==> src/rtl/nand_seq_pkg.sv <==
package nand_seq_pkg;

  // Field positions inside the encoded request address
  localparam int CHIP_LSB    = 24;
  localparam int NADDR_LSB   = 21;
  localparam int ENDOK_BIT   = 20;
  localparam int PHASE_BIT   = 19;
  localparam int ENDCMD_LSB  = 11;
  localparam int STARTCMD_LSB = 3;
  localparam int DROPCE_BIT  = 21;
  localparam int ECCLAST_BIT = 10;

  typedef struct packed {
    logic [7:0] chip;
    logic       data_ph;
    logic [2:0] naddr;
    logic       end_ok;
    logic [7:0] end_cmd;
    logic [7:0] start_cmd;
    logic       drop_ce;
    logic       ecc_tail;
  } op_fields_t;

  typedef enum logic [2:0] {
    ST_IDLE,
    ST_CMD,
    ST_ADDR,
    ST_DATA,
    ST_END,
    ST_WAITRB,
    ST_RESP
  } seq_state_t;

endpackage

==> src/rtl/nand_addr_decode.sv <==
module nand_addr_decode
  import nand_seq_pkg::*;
(
  input  logic [31:0] bus_addr,
  output op_fields_t  fields
);

  logic unused_low_bits;
  assign unused_low_bits = ^bus_addr[2:0];

  always_comb begin
    fields.chip      = bus_addr[CHIP_LSB +: 8];
    fields.data_ph   = bus_addr[PHASE_BIT];
    fields.naddr     = bus_addr[NADDR_LSB +: 3];
    fields.end_ok    = bus_addr[ENDOK_BIT];
    fields.end_cmd   = bus_addr[ENDCMD_LSB +: 8];
    fields.start_cmd = bus_addr[STARTCMD_LSB +: 8];
    fields.drop_ce   = bus_addr[DROPCE_BIT];
    fields.ecc_tail  = bus_addr[ECCLAST_BIT];
  end

endmodule

==> src/rtl/nand_byte_timer.sv <==
module nand_byte_timer #(
  parameter int T_SETUP = 2,
  parameter int T_PULSE = 2,
  parameter int T_HOLD  = 1
) (
  input  logic clk,
  input  logic rst_n,
  input  logic en,
  output logic strobe,
  output logic sample,
  output logic done
);

  localparam int TOTAL = T_SETUP + T_PULSE + T_HOLD;
  localparam int CW    = (TOTAL > 2) ? $clog2(TOTAL) : 1;
  localparam logic [CW-1:0] LAST_C   = CW'(TOTAL - 1);
  localparam logic [CW-1:0] PULSE_LO = CW'(T_SETUP);
  localparam logic [CW-1:0] PULSE_HI = CW'(T_SETUP + T_PULSE - 1);

  logic [CW-1:0] cnt;

  always_ff @(posedge clk or negedge rst_n) begin
    if (!rst_n)              cnt <= '0;
    else if (!en)            cnt <= '0;
    else if (cnt == LAST_C)  cnt <= '0;
    else                     cnt <= cnt + 1'b1;
  end

  assign strobe = en && (cnt >= PULSE_LO) && (cnt <= PULSE_HI);
  assign sample = en && (cnt == PULSE_HI);
  assign done   = en && (cnt == LAST_C);

endmodule

==> src/rtl/nand_phase_seq.sv <==
module nand_phase_seq
  import nand_seq_pkg::*;
#(
  parameter int NUM_CS  = 4,
  parameter int T_SETUP = 2,
  parameter int T_PULSE = 2,
  parameter int T_HOLD  = 1,
  parameter int T_WB    = 4
) (
  input  logic              clk,
  input  logic              rst_n,
  input  logic              req_valid,
  output logic              req_ready,
  input  logic [31:0]       req_addr,
  input  logic [31:0]       req_wdata,
  input  logic              req_write,
  output logic              rsp_valid,
  output logic [31:0]       rsp_rdata,
  output logic              rsp_ecc_last,
  output logic [NUM_CS-1:0] nand_ce_n,
  output logic              nand_cle,
  output logic              nand_ale,
  output logic              nand_we_n,
  output logic              nand_re_n,
  output logic [7:0]        nand_dq_o,
  output logic              nand_dq_oe,
  input  logic [7:0]        nand_dq_i,
  input  logic              nand_rb
);

  localparam int CS_W = (NUM_CS > 1) ? $clog2(NUM_CS) : 1;
  localparam int WB_W = $clog2(T_WB + 1) + 1;
  localparam logic [WB_W-1:0] WB_LIMIT = WB_W'(T_WB);

  seq_state_t      state;
  op_fields_t      dec;
  op_fields_t      cur;
  logic [31:0]     wdata_q;
  logic            write_q;
  logic [1:0]      byte_idx;
  logic [1:0]      byte_last;
  logic [2:0]      cont_left;
  logic [CS_W-1:0] sel_chip;
  logic            ce_on;
  logic [31:0]     rdata_q;
  logic [WB_W-1:0] wb_cnt;

  logic            tmr_en, tmr_strobe, tmr_sample, tmr_done;
  logic            rd_now;
  logic            accept;

  logic unused_sink;
  assign unused_sink = ^{dec.chip, cur.chip};

  nand_addr_decode u_dec (
    .bus_addr (req_addr),
    .fields   (dec)
  );

  assign tmr_en = (state == ST_CMD) || (state == ST_ADDR) ||
                  (state == ST_DATA) || (state == ST_END);

  nand_byte_timer #(
    .T_SETUP (T_SETUP),
    .T_PULSE (T_PULSE),
    .T_HOLD  (T_HOLD)
  ) u_tmr (
    .clk    (clk),
    .rst_n  (rst_n),
    .en     (tmr_en),
    .strobe (tmr_strobe),
    .sample (tmr_sample),
    .done   (tmr_done)
  );

  assign req_ready = (state == ST_IDLE);
  assign accept    = req_valid && req_ready;
  assign rd_now    = (state == ST_DATA) && !write_q;

  always_ff @(posedge clk or negedge rst_n) begin
    if (!rst_n) begin
      state     <= ST_IDLE;
      cur       <= '0;
      wdata_q   <= '0;
      write_q   <= 1'b0;
      byte_idx  <= '0;
      byte_last <= '0;
      cont_left <= '0;
      sel_chip  <= '0;
      ce_on     <= 1'b0;
      rdata_q   <= '0;
      wb_cnt    <= '0;
    end else begin
      case (state)
        ST_IDLE: begin
          if (accept) begin
            wdata_q  <= req_wdata;
            byte_idx <= '0;
            if (cont_left != 3'd0) begin
              // continuation of a long address sequence
              write_q     <= 1'b1;
              cur.data_ph <= 1'b0;
              byte_last   <= 2'(cont_left - 3'd1);
              cont_left   <= '0;
              state       <= ST_ADDR;
            end else begin
              cur      <= dec;
              write_q  <= req_write;
              sel_chip <= dec.chip[CS_W-1:0];
              ce_on    <= 1'b1;
              if (dec.data_ph) begin
                byte_last <= 2'd3;
                state     <= ST_DATA;
              end else begin
                state <= ST_CMD;
              end
            end
          end
        end

        ST_CMD: begin
          if (tmr_done) begin
            if (cur.naddr != 3'd0) begin
              state    <= ST_ADDR;
              byte_idx <= '0;
              if (cur.naddr > 3'd4) begin
                byte_last <= 2'd3;
                cont_left <= cur.naddr - 3'd4;
              end else begin
                byte_last <= 2'(cur.naddr - 3'd1);
                cont_left <= '0;
              end
            end else begin
              state <= cur.end_ok ? ST_END : ST_RESP;
            end
          end
        end

        ST_ADDR: begin
          if (tmr_done) begin
            if (byte_idx == byte_last) begin
              if (cont_left != 3'd0) state <= ST_RESP;
              else                   state <= cur.end_ok ? ST_END : ST_RESP;
            end else begin
              byte_idx <= byte_idx + 2'd1;
            end
          end
        end

        ST_DATA: begin
          if (tmr_sample && !write_q) rdata_q[8*byte_idx +: 8] <= nand_dq_i;
          if (tmr_done) begin
            if (byte_idx == byte_last) state <= cur.end_ok ? ST_END : ST_RESP;
            else                       byte_idx <= byte_idx + 2'd1;
          end
        end

        ST_END: begin
          if (tmr_done) begin
            state  <= ST_WAITRB;
            wb_cnt <= '0;
          end
        end

        ST_WAITRB: begin
          if (wb_cnt < WB_LIMIT) wb_cnt <= wb_cnt + 1'b1;
          else if (nand_rb)      state  <= ST_RESP;
        end

        ST_RESP: begin
          state <= ST_IDLE;
          if (cur.data_ph && cur.drop_ce) ce_on <= 1'b0;
        end

        default: state <= ST_IDLE;
      endcase
    end
  end

  always_comb begin
    case (state)
      ST_CMD:  nand_dq_o = cur.start_cmd;
      ST_ADDR: nand_dq_o = wdata_q[8*byte_idx +: 8];
      ST_DATA: nand_dq_o = write_q ? wdata_q[8*byte_idx +: 8] : 8'h00;
      ST_END:  nand_dq_o = cur.end_cmd;
      default: nand_dq_o = 8'h00;
    endcase
  end

  assign nand_cle   = (state == ST_CMD) || (state == ST_END);
  assign nand_ale   = (state == ST_ADDR);
  assign nand_we_n  = !(tmr_strobe && !rd_now);
  assign nand_re_n  = !(tmr_strobe && rd_now);
  assign nand_dq_oe = nand_cle || nand_ale || ((state == ST_DATA) && write_q);

  genvar gi;
  generate
    for (gi = 0; gi < NUM_CS; gi++) begin : g_ce
      assign nand_ce_n[gi] = !(ce_on && (sel_chip == CS_W'(gi)));
    end
  endgenerate

  assign rsp_valid    = (state == ST_RESP);
  assign rsp_rdata    = rdata_q;
  assign rsp_ecc_last = (state == ST_RESP) && cur.data_ph && cur.ecc_tail;

endmodule

==> config.mk <==
export PLATFORM = sky130hd
export DESIGN_NAME = nand_phase_seq
export DESIGN_NICKNAME = d
export VERILOG_FILES = /design/src/rtl/nand_seq_pkg.sv /design/src/rtl/nand_addr_decode.sv /design/src/rtl/nand_byte_timer.sv /design/src/rtl/nand_phase_seq.sv
export SDC_FILE = /design/constraint.sdc
export NUM_CORES = 1
export LEC_CHECK = 0
export ABC_CLOCK_PERIOD_IN_PS = 4600
export BUFFER_PORTS_ARGS = -buffer_cell sky130_fd_sc_hd__buf_4
export CORE_UTILIZATION = 60
export CTS_BUF_LIST = sky130_fd_sc_hd__clkbuf_2 sky130_fd_sc_hd__clkbuf_4 sky130_fd_sc_hd__clkbuf_8
export CTS_CLUSTER_DIAMETER = 50
export DETAILED_ROUTE_END_ITERATION = 6
export MAX_ROUTING_LAYER = met4
export PLACE_DENSITY = 0.87
export RECOVER_POWER = 25
export SLEW_MARGIN = 20
export SYNTH_ARGS = -nofsm -noshare
export SYNTH_HDL_FRONTEND = slang
export SYNTH_SLANG_ARGS = --single-unit
==> constraint.sdc <==
create_clock -name clk -period 4.6 [get_ports clk]
set_input_delay 0.46 -clock clk [delete_from_list [all_inputs] [get_ports clk]]
set_output_delay 0.46 -clock clk [all_outputs]
set_load 0.03 [all_outputs]
# Word level (Yosys, flattened, before mapping)
# Cells that the tools add are included.
dict set report classes {
  add_sub_neg 7
  order_cmp 4
  n_eq_ne 29
  shift 3
  mux 48
  bitwise 1
  n_reduce_logical 49
}
# operator count
set ops {}
lappend ops {{3-bit 2-to-1 mux} 18}
lappend ops {{5-bit negation with 34-bit output} 1}
lappend ops {{8-bit by 34-bit variable shift with 32-bit output, first input constant} 1}
lappend ops {{8-bit by 34-bit indexed part select with 32-bit output} 1}
lappend ops {{32-bit bitwise mux} 1}
lappend ops {{8-bit one-hot mux with 4 select lines} 1}
lappend ops {{32-bit by 6-bit indexed part select with 8-bit output} 1}
lappend ops {{2-bit 2-to-1 mux} 14}
lappend ops {{2-bit != test, second input constant} 9}
lappend ops {{3-bit one-hot mux with 6 select lines} 1}
lappend ops {{1-bit logical AND} 17}
lappend ops {{2-bit by 1-bit != test with 1-bit output, second input constant} 7}
lappend ops {{3-bit equality test, second input constant} 4}
lappend ops {{5-bit AND reduction} 2}
lappend ops {{3-bit by 2-bit equality test with 1-bit output, second input constant} 3}
lappend ops {{9-bit AND reduction} 1}
lappend ops {{3-bit nonzero test} 3}
lappend ops {{1-bit logical NOT} 8}
lappend ops {{4-bit 2-to-1 mux} 2}
lappend ops {{8-bit 2-to-1 mux} 1}
lappend ops {{4-bit one-hot mux with 2 select lines} 1}
lappend ops {{1-bit logical OR} 6}
lappend ops {{2-bit one-hot mux with 3 select lines} 1}
lappend ops {{3-bit one-hot mux with 2 select lines} 1}
lappend ops {{other kinds (26)} 36}
dict set report word_totals {
  register_bits 108
  in_bits 77
  output_inout_bits 52
  word_cells 159
}

# Logic depth before layout (Yosys ltp)
# Gate-level depths: netlist of run 1.
dict set report depth {
  ltp_word 8
  ltp_mapped 7
  ltp_nobuf 6
}

# By module
# From an unflattened synthesis of run 1, not the netlist that was laid out.
dict set report hier_totals {
  cells_unflattened 488
  hier_area_um2 5546.6
}
# mod instances cells_per_inst area_per_inst_um2 seq_area_each_um2
set by_module_without_submodules {}
lappend by_module_without_submodules {nand_phase_seq 1 438 5118.7 2627.5}
lappend by_module_without_submodules {nand_addr_decode 1 31 232.7 0.0}
lappend by_module_without_submodules {nand_byte_timer 1 19 195.2 75.1}

# Worst setup path after synthesis of run 1
# No wires, ideal clock.
dict set report synth_path {
  path_kind {register to output}
  from {register state[0]}
  to {output nand_dq_oe}
  arrival_time_ns 1.793
  t_required_ns 4.140
  slack_ns 2.347
  stages_incl_launch_ff 5
  path_buffers 2
  cell_sequence {dfrtp_1 buf_2 buf_2 o21ai_0 or2_2}
}
dict set report synth_between {
  elab_chain_cells 4
  elab_cells_between_ends 8
  classes_between {4 x eq/ne; 4 x reduce/logical}
}
# element line_no
set synth_lines {}
lappend synth_lines {{start, declared} nand_phase_seq.sv:35} ;# seq_state_t state;
lappend synth_lines {{start signal, assigned} nand_phase_seq.sv:134} ;# state <= cur.end_ok ? ST_END : ST_RESP;
lappend synth_lines {{start signal, assigned} nand_phase_seq.sv:143} ;# else state <= cur.end_ok ? ST_END : ST_RESP;
lappend synth_lines {{start signal, assigned} nand_phase_seq.sv:153} ;# if (byte_idx == byte_last) state <= cur.end_ok ? ST_END : ST_RESP;
lappend synth_lines {{3-bit by 1-bit equality test with 1-bit output / 3-bit equality test (equally long branches)} nand_phase_seq.sv:190} ;# assign nand_cle = (state == ST_CMD) || (state == ST_END);
lappend synth_lines {{1-bit logical OR (*)} nand_phase_seq.sv:190}
lappend synth_lines {{named net nand_cle} nand_phase_seq.sv:21} ;# output logic nand_cle,
lappend synth_lines {{1-bit logical OR (*) (2 in series)} nand_phase_seq.sv:194} ;# assign nand_dq_oe = nand_cle || nand_ale || ((state == ST_DATA) && write_q);
lappend synth_lines {{end, declared} nand_phase_seq.sv:26} ;# output logic nand_dq_oe,
# Mark *: on every way through the listed nets, which the timed path passes. The rest lies on a longest branch.

# Worst setup path in the final report of run 1
dict set report layout_path {
  from {register state[2]}
  to {output nand_dq_o[0]}
}
dict set report layout_between {
  elab_chain_cells 2
  elab_cells_between_ends 5
  classes_between {4 x eq/ne; 1 x mux}
}
# element line_no
set layout_lines {}
lappend layout_lines {{3-bit equality test, or another cell as far along} nand_phase_seq.sv:181} ;# case (state)
lappend layout_lines {{8-bit one-hot mux with 4 select lines (*)} nand_phase_seq.sv:181}
lappend layout_lines {{end, declared} nand_phase_seq.sv:25} ;# output logic [7:0] nand_dq_o,
# Every way passes the cells marked *; elsewhere a longest branch is shown, timed or not.

==> results of run 1 <==
-- kinds of logic (layout without fill, tap and decap cells) --
| family | after synthesis | after routing | share of synthesized area |
|---|---|---|---|
| flip-flops | 106 | 106 | 0.505 |
| AND/OR/NAND/NOR | 107 | 107 | 0.121 |
| multiplexers | 66 | 66 | 0.172 |
| XOR/XNOR | 3 | 3 | 0.00500 |
| buffers and inverters | 42 | 155 | 0.0441 |
| adder cells (fa/ha/maj) | 12 | 12 | 0.0286 |
| AO/OA/AOI/OAI | 80 | 80 | 0.125 |
-- synthesized netlist by cell type, types with 2 or more instances --
cell,instances
dfrtp_1,106
nand4_1,32
a21bo_1,22
mux2_2,22
mux2_4,19
inv_1,18
nand2_1,18
mux2_1,15
ha_1,12
nor2_1,12
o21ai_0,11
a21bo_2,10
buf_2,8
mux4_2,8
a21oi_1,7
nor2b_1,7
a222oi_1,6
buf_6,6
nand2b_1,6
buf_4,5
clkbuf_1,5
nor3_1,5
nor3b_2,5
and3_1,4
nand3_1,4
a22o_1,3
o211ai_1,3
o32ai_1,3
a22oi_1,2
a31oi_1,2
mux2i_1,2
nand3b_1,2
nor2b_2,2
o21a_1,2
xnor2_1,2
-- where the power goes --
part | switching [mW] | leakage, nW | total, mW | internal, mW
Clock | 0.340 | 0.118 | 0.658 | 0.317
Sequential | 0.254 | 1.37 | 1.46 | 1.20
Combinational | 0.824 | 1.81 | 1.54 | 0.717
-- flip-flops by register name, indices dropped and copies added, names as in the netlist --
name	cells
write_q	1
wb_cnt	4
u_tmr.cnt	3
ce_on	1
cont_left	3
byte_idx	2
cur	21
sel_chip	2
state	3
rsp_rdata	32
wdata_q	32
byte_last	2
-- path summary, 6_finish.rpt --
check,to,slack (ns),cells past startpoint
max,nand_dq_o[0],1.67,5
min,wdata_q[2],0.30,2
max reg2reg,cur[18],1.84,5
min reg2reg,rsp_rdata[6],0.49,1
max in group asynchronous,wdata_q[1],2.74,2
min in group asynchronous,rsp_rdata[20],0.56,1
-- per-layer routing --
metal  wire length, um  part of all wire  up-vias  global-route usage
met4               312             0.026        0               0.102
met2              6050              0.49      159               0.464
met1              5080              0.42     1908               0.378
li1                  -                 -     1748                   -
met5                 0                 0        -                   -
met3               788             0.064       31              0.0702
-- cell type report --
cell class	count	area (sq um)
multi-input cells	268	2380
clock buffers	9	124
repair buffers	121	906
flip-flops and latches	106	2650
clock inverters	7	110
well taps	105	131
fillers	557	1970
inverters	18	67.6
==> flow_metrics.tcl, run 1 <==
set metrics [dict create \
    synth_edf_count 0 \
    postCtsHoldBufs 0 \
    startpoint "state[2]" \
    start_util 0.630 \
    syn_to_final_growth_pct 21.2 \
    grt_pass1_wl_um 19700 \
    drc 0 \
    final_area_sq_mm 0.00637 \
    die_h_um 95.6 \
    place_area_sq_mm 0.00614 \
    setup_viol 0 \
    layout_common_cells "buf_4 (120), dfrtp_1 (106), nand4_1 (32)" \
    diodes 0 \
    grt_max_degree 73 \
    layout_commonest_cell "buf_4" \
    synth_top_area_frac 0.505 \
    cts.reportedPaths.clkPinSlew_ns 0.10 \
    r2r_start "state[0]" \
    violations "max-capacitance violations, max-slew violations" \
    fin_hold_ws_ns 0.301 \
    path_buf_inv 2 \
    drtIter0Drc 222 \
    timing.final.crit_period_ns 2.93 \
    netlist_area_sq_mm 0.00525 \
    arrival_ns 2.47 \
    drt_first_pass_iters 7 \
    cts_max_level 3 \
    clock-sinks 106 \
    slowest_delay_ns 0.83 \
    worst_setup_path_end_kind "output pin" \
    wire_per_inst_um 19.3 \
    rows 33 \
    via_per_inst 6.07 \
    yosys_warnings 0 \
    finalWirelength_um 12200 \
    hold_viol 0 \
    ant_nets 0 \
    ctsResizeCount 0 \
    grt_pass1_vias 3897 \
    criticalPathCategory "flip-flop to output pin" \
    finalClockSkew_ns 0.0116 \
    root_buffer "clkbuf_8" \
    slew_headroom -0.206 \
    track_usage 0.295 \
    ys_types 55 \
    nets 613 \
    synth.avg_cell_area_sq_um 12.6 \
    tns_ns 0 \
    crit_fanout 22 \
    cts_buffer_depth 2 \
    dp_slack_ns 1.83 \
    fin_ws_ns 1.67 \
    worst_pin_slew_ns 1.81 \
    yosysSeqAreaShare 0.505 \
    stdcell_count 634 \
    critical_path.top_delay_family "flip-flops" \
    crit_slowest_cell "dfrtp_1" \
    ir_worst_vdd_v 0.000338 \
    finalPower_mw 3.65 \
    core_sq_mm 0.00834 \
    yosys_most_used_dff "dfrtp_1" \
    async_flop_share 1.00 \
    utilization 0.764 \
    slew_viol_final 73 \
    drv_cap 1 \
    place.port_buffers 119 \
    crit_required_ns 4.14 \
    crit_path_start_kind "flip-flop" \
    min_period_over_period 0.638 \
    fmax_ghz 0.341 \
    outcome "finished, violations left" \
    synth_fp_nets 505 \
    dp.cells 618 \
    postCtsSetupBuffers 0 \
    pin_count 129 \
    grt_setup_unrepaired "false" \
    power_density_mw_per_mm2 574 \
    gp_congestion 0.883 \
    cts_tree "built" \
    dp_hpwl_um 8330 \
    fp.dieW_um 95.6 \
    grt.overflow.total 0 \
    synth.largest_area_cell "dfrtp_1" \
    p_leak_nw 3.30 \
    hold_class "primary input to flip-flop" \
    synth.area.top_cells "dfrtp_1 (50%), mux2_4 (5.4%), mux2_2 (4.7%)" \
    synthCells 416 \
    antenna_found_initial 0 \
    dieArea_sq_mm 0.00913 \
    dr_total_vias 3846 \
    ys_seq_elements 106 \
    numCtsBuffers 9 \
    drive_above_1_share 0.393 \
    clk_latency_ns 0.37 \
    hold_start "req_wdata[2]" \
    crit_chain "nand2b_1 -> nor2_1 -> a222oi_1 -> inv_1 -> buf_4" \
]
(Power assumes the default switching activity.)
==> run 2: changes to the inputs <==
--- a/config.mk
+++ b/config.mk
@@ -5,14 +5,15 @@
 export SDC_FILE = /design/constraint.sdc
 export NUM_CORES = 1
 export LEC_CHECK = 0
-export ABC_CLOCK_PERIOD_IN_PS = 4600
+export ABC_AREA = 1
+export ABC_CLOCK_PERIOD_IN_PS = 2800
 export BUFFER_PORTS_ARGS = -buffer_cell sky130_fd_sc_hd__buf_4
-export CORE_UTILIZATION = 60
+export CORE_UTILIZATION = 56
 export CTS_BUF_LIST = sky130_fd_sc_hd__clkbuf_2 sky130_fd_sc_hd__clkbuf_4 sky130_fd_sc_hd__clkbuf_8
 export CTS_CLUSTER_DIAMETER = 50
 export DETAILED_ROUTE_END_ITERATION = 6
 export MAX_ROUTING_LAYER = met4
-export PLACE_DENSITY = 0.87
+export PLACE_DENSITY = 0.82
 export RECOVER_POWER = 25
 export SLEW_MARGIN = 20
 export SYNTH_ARGS = -nofsm -noshare
==> constraint.sdc (replaced) <==
create_clock -name clk -period 2.8 [get_ports clk]
set_input_delay 0.28 -clock clk [delete_from_list [all_inputs] [get_ports clk]]
set_output_delay 0.28 -clock clk [all_outputs]
set_load 0.03 [all_outputs]
==> run 2 against run 1 <==
The flow still finishes with violations (max-capacitance violations, max-slew violations); flip-flop and latch count unchanged; synthesized cell count increased by 46%; clock power increased by 51%; sequential power increased by 62%; non-clock buffer count increased by 3; register-to-register slack got worse by 1.3 ns; critical endpoint is now rsp_rdata[23].
==> flow_metrics.tcl, run 2 <==
set metrics [dict create \
    synthCells 606 \
    via_per_inst 5.28 \
    power_density_mw_per_mm2 958 \
    async_flop_share 1.00 \
    synth_most_common_cell "nand2_1" \
    ctsResizeCount 0 \
    drive_above_1_share 0.300 \
    cts_tree "built" \
    ys_seq_elements 106 \
    finalWirelength_um 11900 \
    postCtsSetupBuffers 0 \
    arrival_ns 2.60 \
    wire_per_inst_um 13.9 \
    crit_required_ns 3.11 \
    slew_headroom -0.248 \
    ant_nets 0 \
    ir_worst_vdd_v 0.000675 \
    dieArea_sq_mm 0.00994 \
    outcome "finished, violations left" \
    synth.largest_area_cell "dfrtp_1" \
    fmax_ghz 0.436 \
    nets 808 \
    core_sq_mm 0.00924 \
    crit_fanout 13 \
    netlist_area_sq_mm 0.00534 \
    die_h_um 99.7 \
    final_area_sq_mm 0.00649 \
    dp_slack_ns 0.544 \
    timing.final.crit_period_ns 2.29 \
    crit_chain "inv_1 -> ha_1 -> clkinv_1 -> nor2_1 -> nand2_1 -> o21ai_2" \
    drtIter0Drc 229 \
    dp_hpwl_um 8610 \
    drt_first_pass_iters 5 \
    synth_fp_nets 695 \
    hold_class "primary input to flip-flop" \
    finalPower_mw 6.22 \
    crit_path_start_kind "flip-flop" \
    clock-sinks 106 \
    rows 35 \
    track_usage 0.260 \
    grt.overflow.total 0 \
    clk_latency_ns 0.37 \
    yosysSeqAreaShare 0.496 \
    crit_slowest_cell "ha_1" \
    synth.avg_cell_area_sq_um 8.82 \
    gp_congestion 0.954 \
    numCtsBuffers 9 \
    synth.area.top_cells "dfrtp_1 (50%), nand2_1 (13%), mux2_2 (6.5%)" \
    layout_commonest_cell "nand2_1" \
    synth_top_area_frac 0.496 \
    grt_pass1_vias 4301 \
    fin_ws_ns 0.508 \
    setup_viol 0 \
    start_util 0.578 \
    grt_setup_unrepaired "false" \
    antenna_found_initial 0 \
    ys_types 36 \
    worst_setup_path_end_kind "flip-flop" \
    hold_viol 0 \
    drv_cap 1 \
    worst_pin_slew_ns 1.87 \
    min_period_over_period 0.819 \
    synth_edf_count 0 \
    p_leak_nw 3.24 \
    grt_max_degree 77 \
    synth_common_cells "nand2_1 (187), dfrtp_1 (106), nor2_1 (52), inv_1 (41), nand3_1 (38)" \
    place_area_sq_mm 0.00628 \
    tns_ns 0 \
    drc 0 \
    root_buffer "clkbuf_8" \
    cts.reportedPaths.clkPinSlew_ns 0.11 \
    path_buf_inv 2 \
    layout_common_cells "nand2_1 (187), buf_4 (122), dfrtp_1 (106)" \
    syn_to_final_growth_pct 21.5 \
    dr_total_vias 4505 \
    yosys_warnings 0 \
    critical_path.top_delay_family "simple AND/OR/NAND/NOR gates" \
    cts_max_level 3 \
    grt_pass1_wl_um 19700 \
    finalClockSkew_ns 0.0111 \
    slew_viol_final 76 \
    place.port_buffers 119 \
    diodes 0 \
    slowest_delay_ns 0.58 \
    violations "max-capacitance violations, max-slew violations" \
    cts_buffer_depth 2 \
    pin_count 129 \
    fp.dieW_um 99.7 \
    criticalPathCategory "flip-flop to flip-flop" \
    postCtsHoldBufs 0 \
    yosys_most_used_dff "dfrtp_1" \
]
run 2: changes by cell type after synthesis, moves of 19 or more:
cell / delta
nor2_1: +40
o21ai_0: +21
mux2_4: -19
a21bo_1: -22
nand2_1: +169
nand4_1: -27
nand3_1: +34
inv_1: +23
o21ai_2: +24
run 2: cell families (layout without fill, tap and decap cells):
logic type | after synthesis | after routing | synth area share
adders and majority gates | 12 | 12 | 0.0281
and+or+nand+nor | 303 | 303 | 0.243
DFF | 106 | 106 | 0.496
AOI/OAI and AO/OA | 83 | 83 | 0.100
muxes | 32 | 32 | 0.0674
buffers and inverters | 70 | 188 | 0.0646
run 2: path summary, 6_finish.rpt:
check / startpoint / slack [ns] / cells past startpoint / to
worst max-delay path: byte_idx[1] / 0.51 / 6 / rsp_rdata[23]
worst min-delay path: req_addr[12] / 0.1 / 3 / cur[11]
worst max register to register: byte_idx[1] / 0.51 / 6 / rsp_rdata[23]
worst min register to register: cur[10] / 0.49 / 2 / cur[10]
max in group asynchronous: rst_n / 1.27 / 1 / wdata_q[6]
min in group asynchronous: rst_n / 0.41 / 1 / rsp_rdata[3]
run 2: per-layer routing:
| layer | global-route usage | wire length [um] |
|---|---|---|
| met5 | - | 0 |
| met3 | 0.0387 | 609 |
| met1 | 0.332 | 5220 |
| met2 | 0.421 | 5830 |
| met4 | 0.0962 | 227 |
run 2: through the flow:
step,util,cells,hold slack (ns)
3_3_place_gp,0.680,837,0.459
2_1_floorplan,-,606,-0.0156
4_1_cts,0.703,853,0.0853
3_5_place_dp,0.680,837,0.466
6_report,0.703,853,0.0978
5_1_grt,0.703,853,0.0856
run 2: area by class of cell:
| class | instances | area (sq um) |
|---|---|---|
| well taps | 129 | 161 |
| flip-flops and latches | 106 | 2650 |
| repair buffers | 124 | 941 |
| clock buffers | 10 | 138 |
| clock inverters | 6 | 73.8 |
| inverters | 48 | 181 |
| multi-input cells | 430 | 2340 |
| fillers | 710 | 2750 |
run 2: tightest hold or removal path, cell delays in order:
cell and delay [ns]:
buf_4 0.08, nand2_1 0.04, nand2_1 0.04
run 2: power breakdown:
group,internal [mW],switching (mW),total (mW)
Combinational,1.06,1.80,2.86
Clock,0.447,0.544,0.991
Sequential,2.04,0.327,2.37
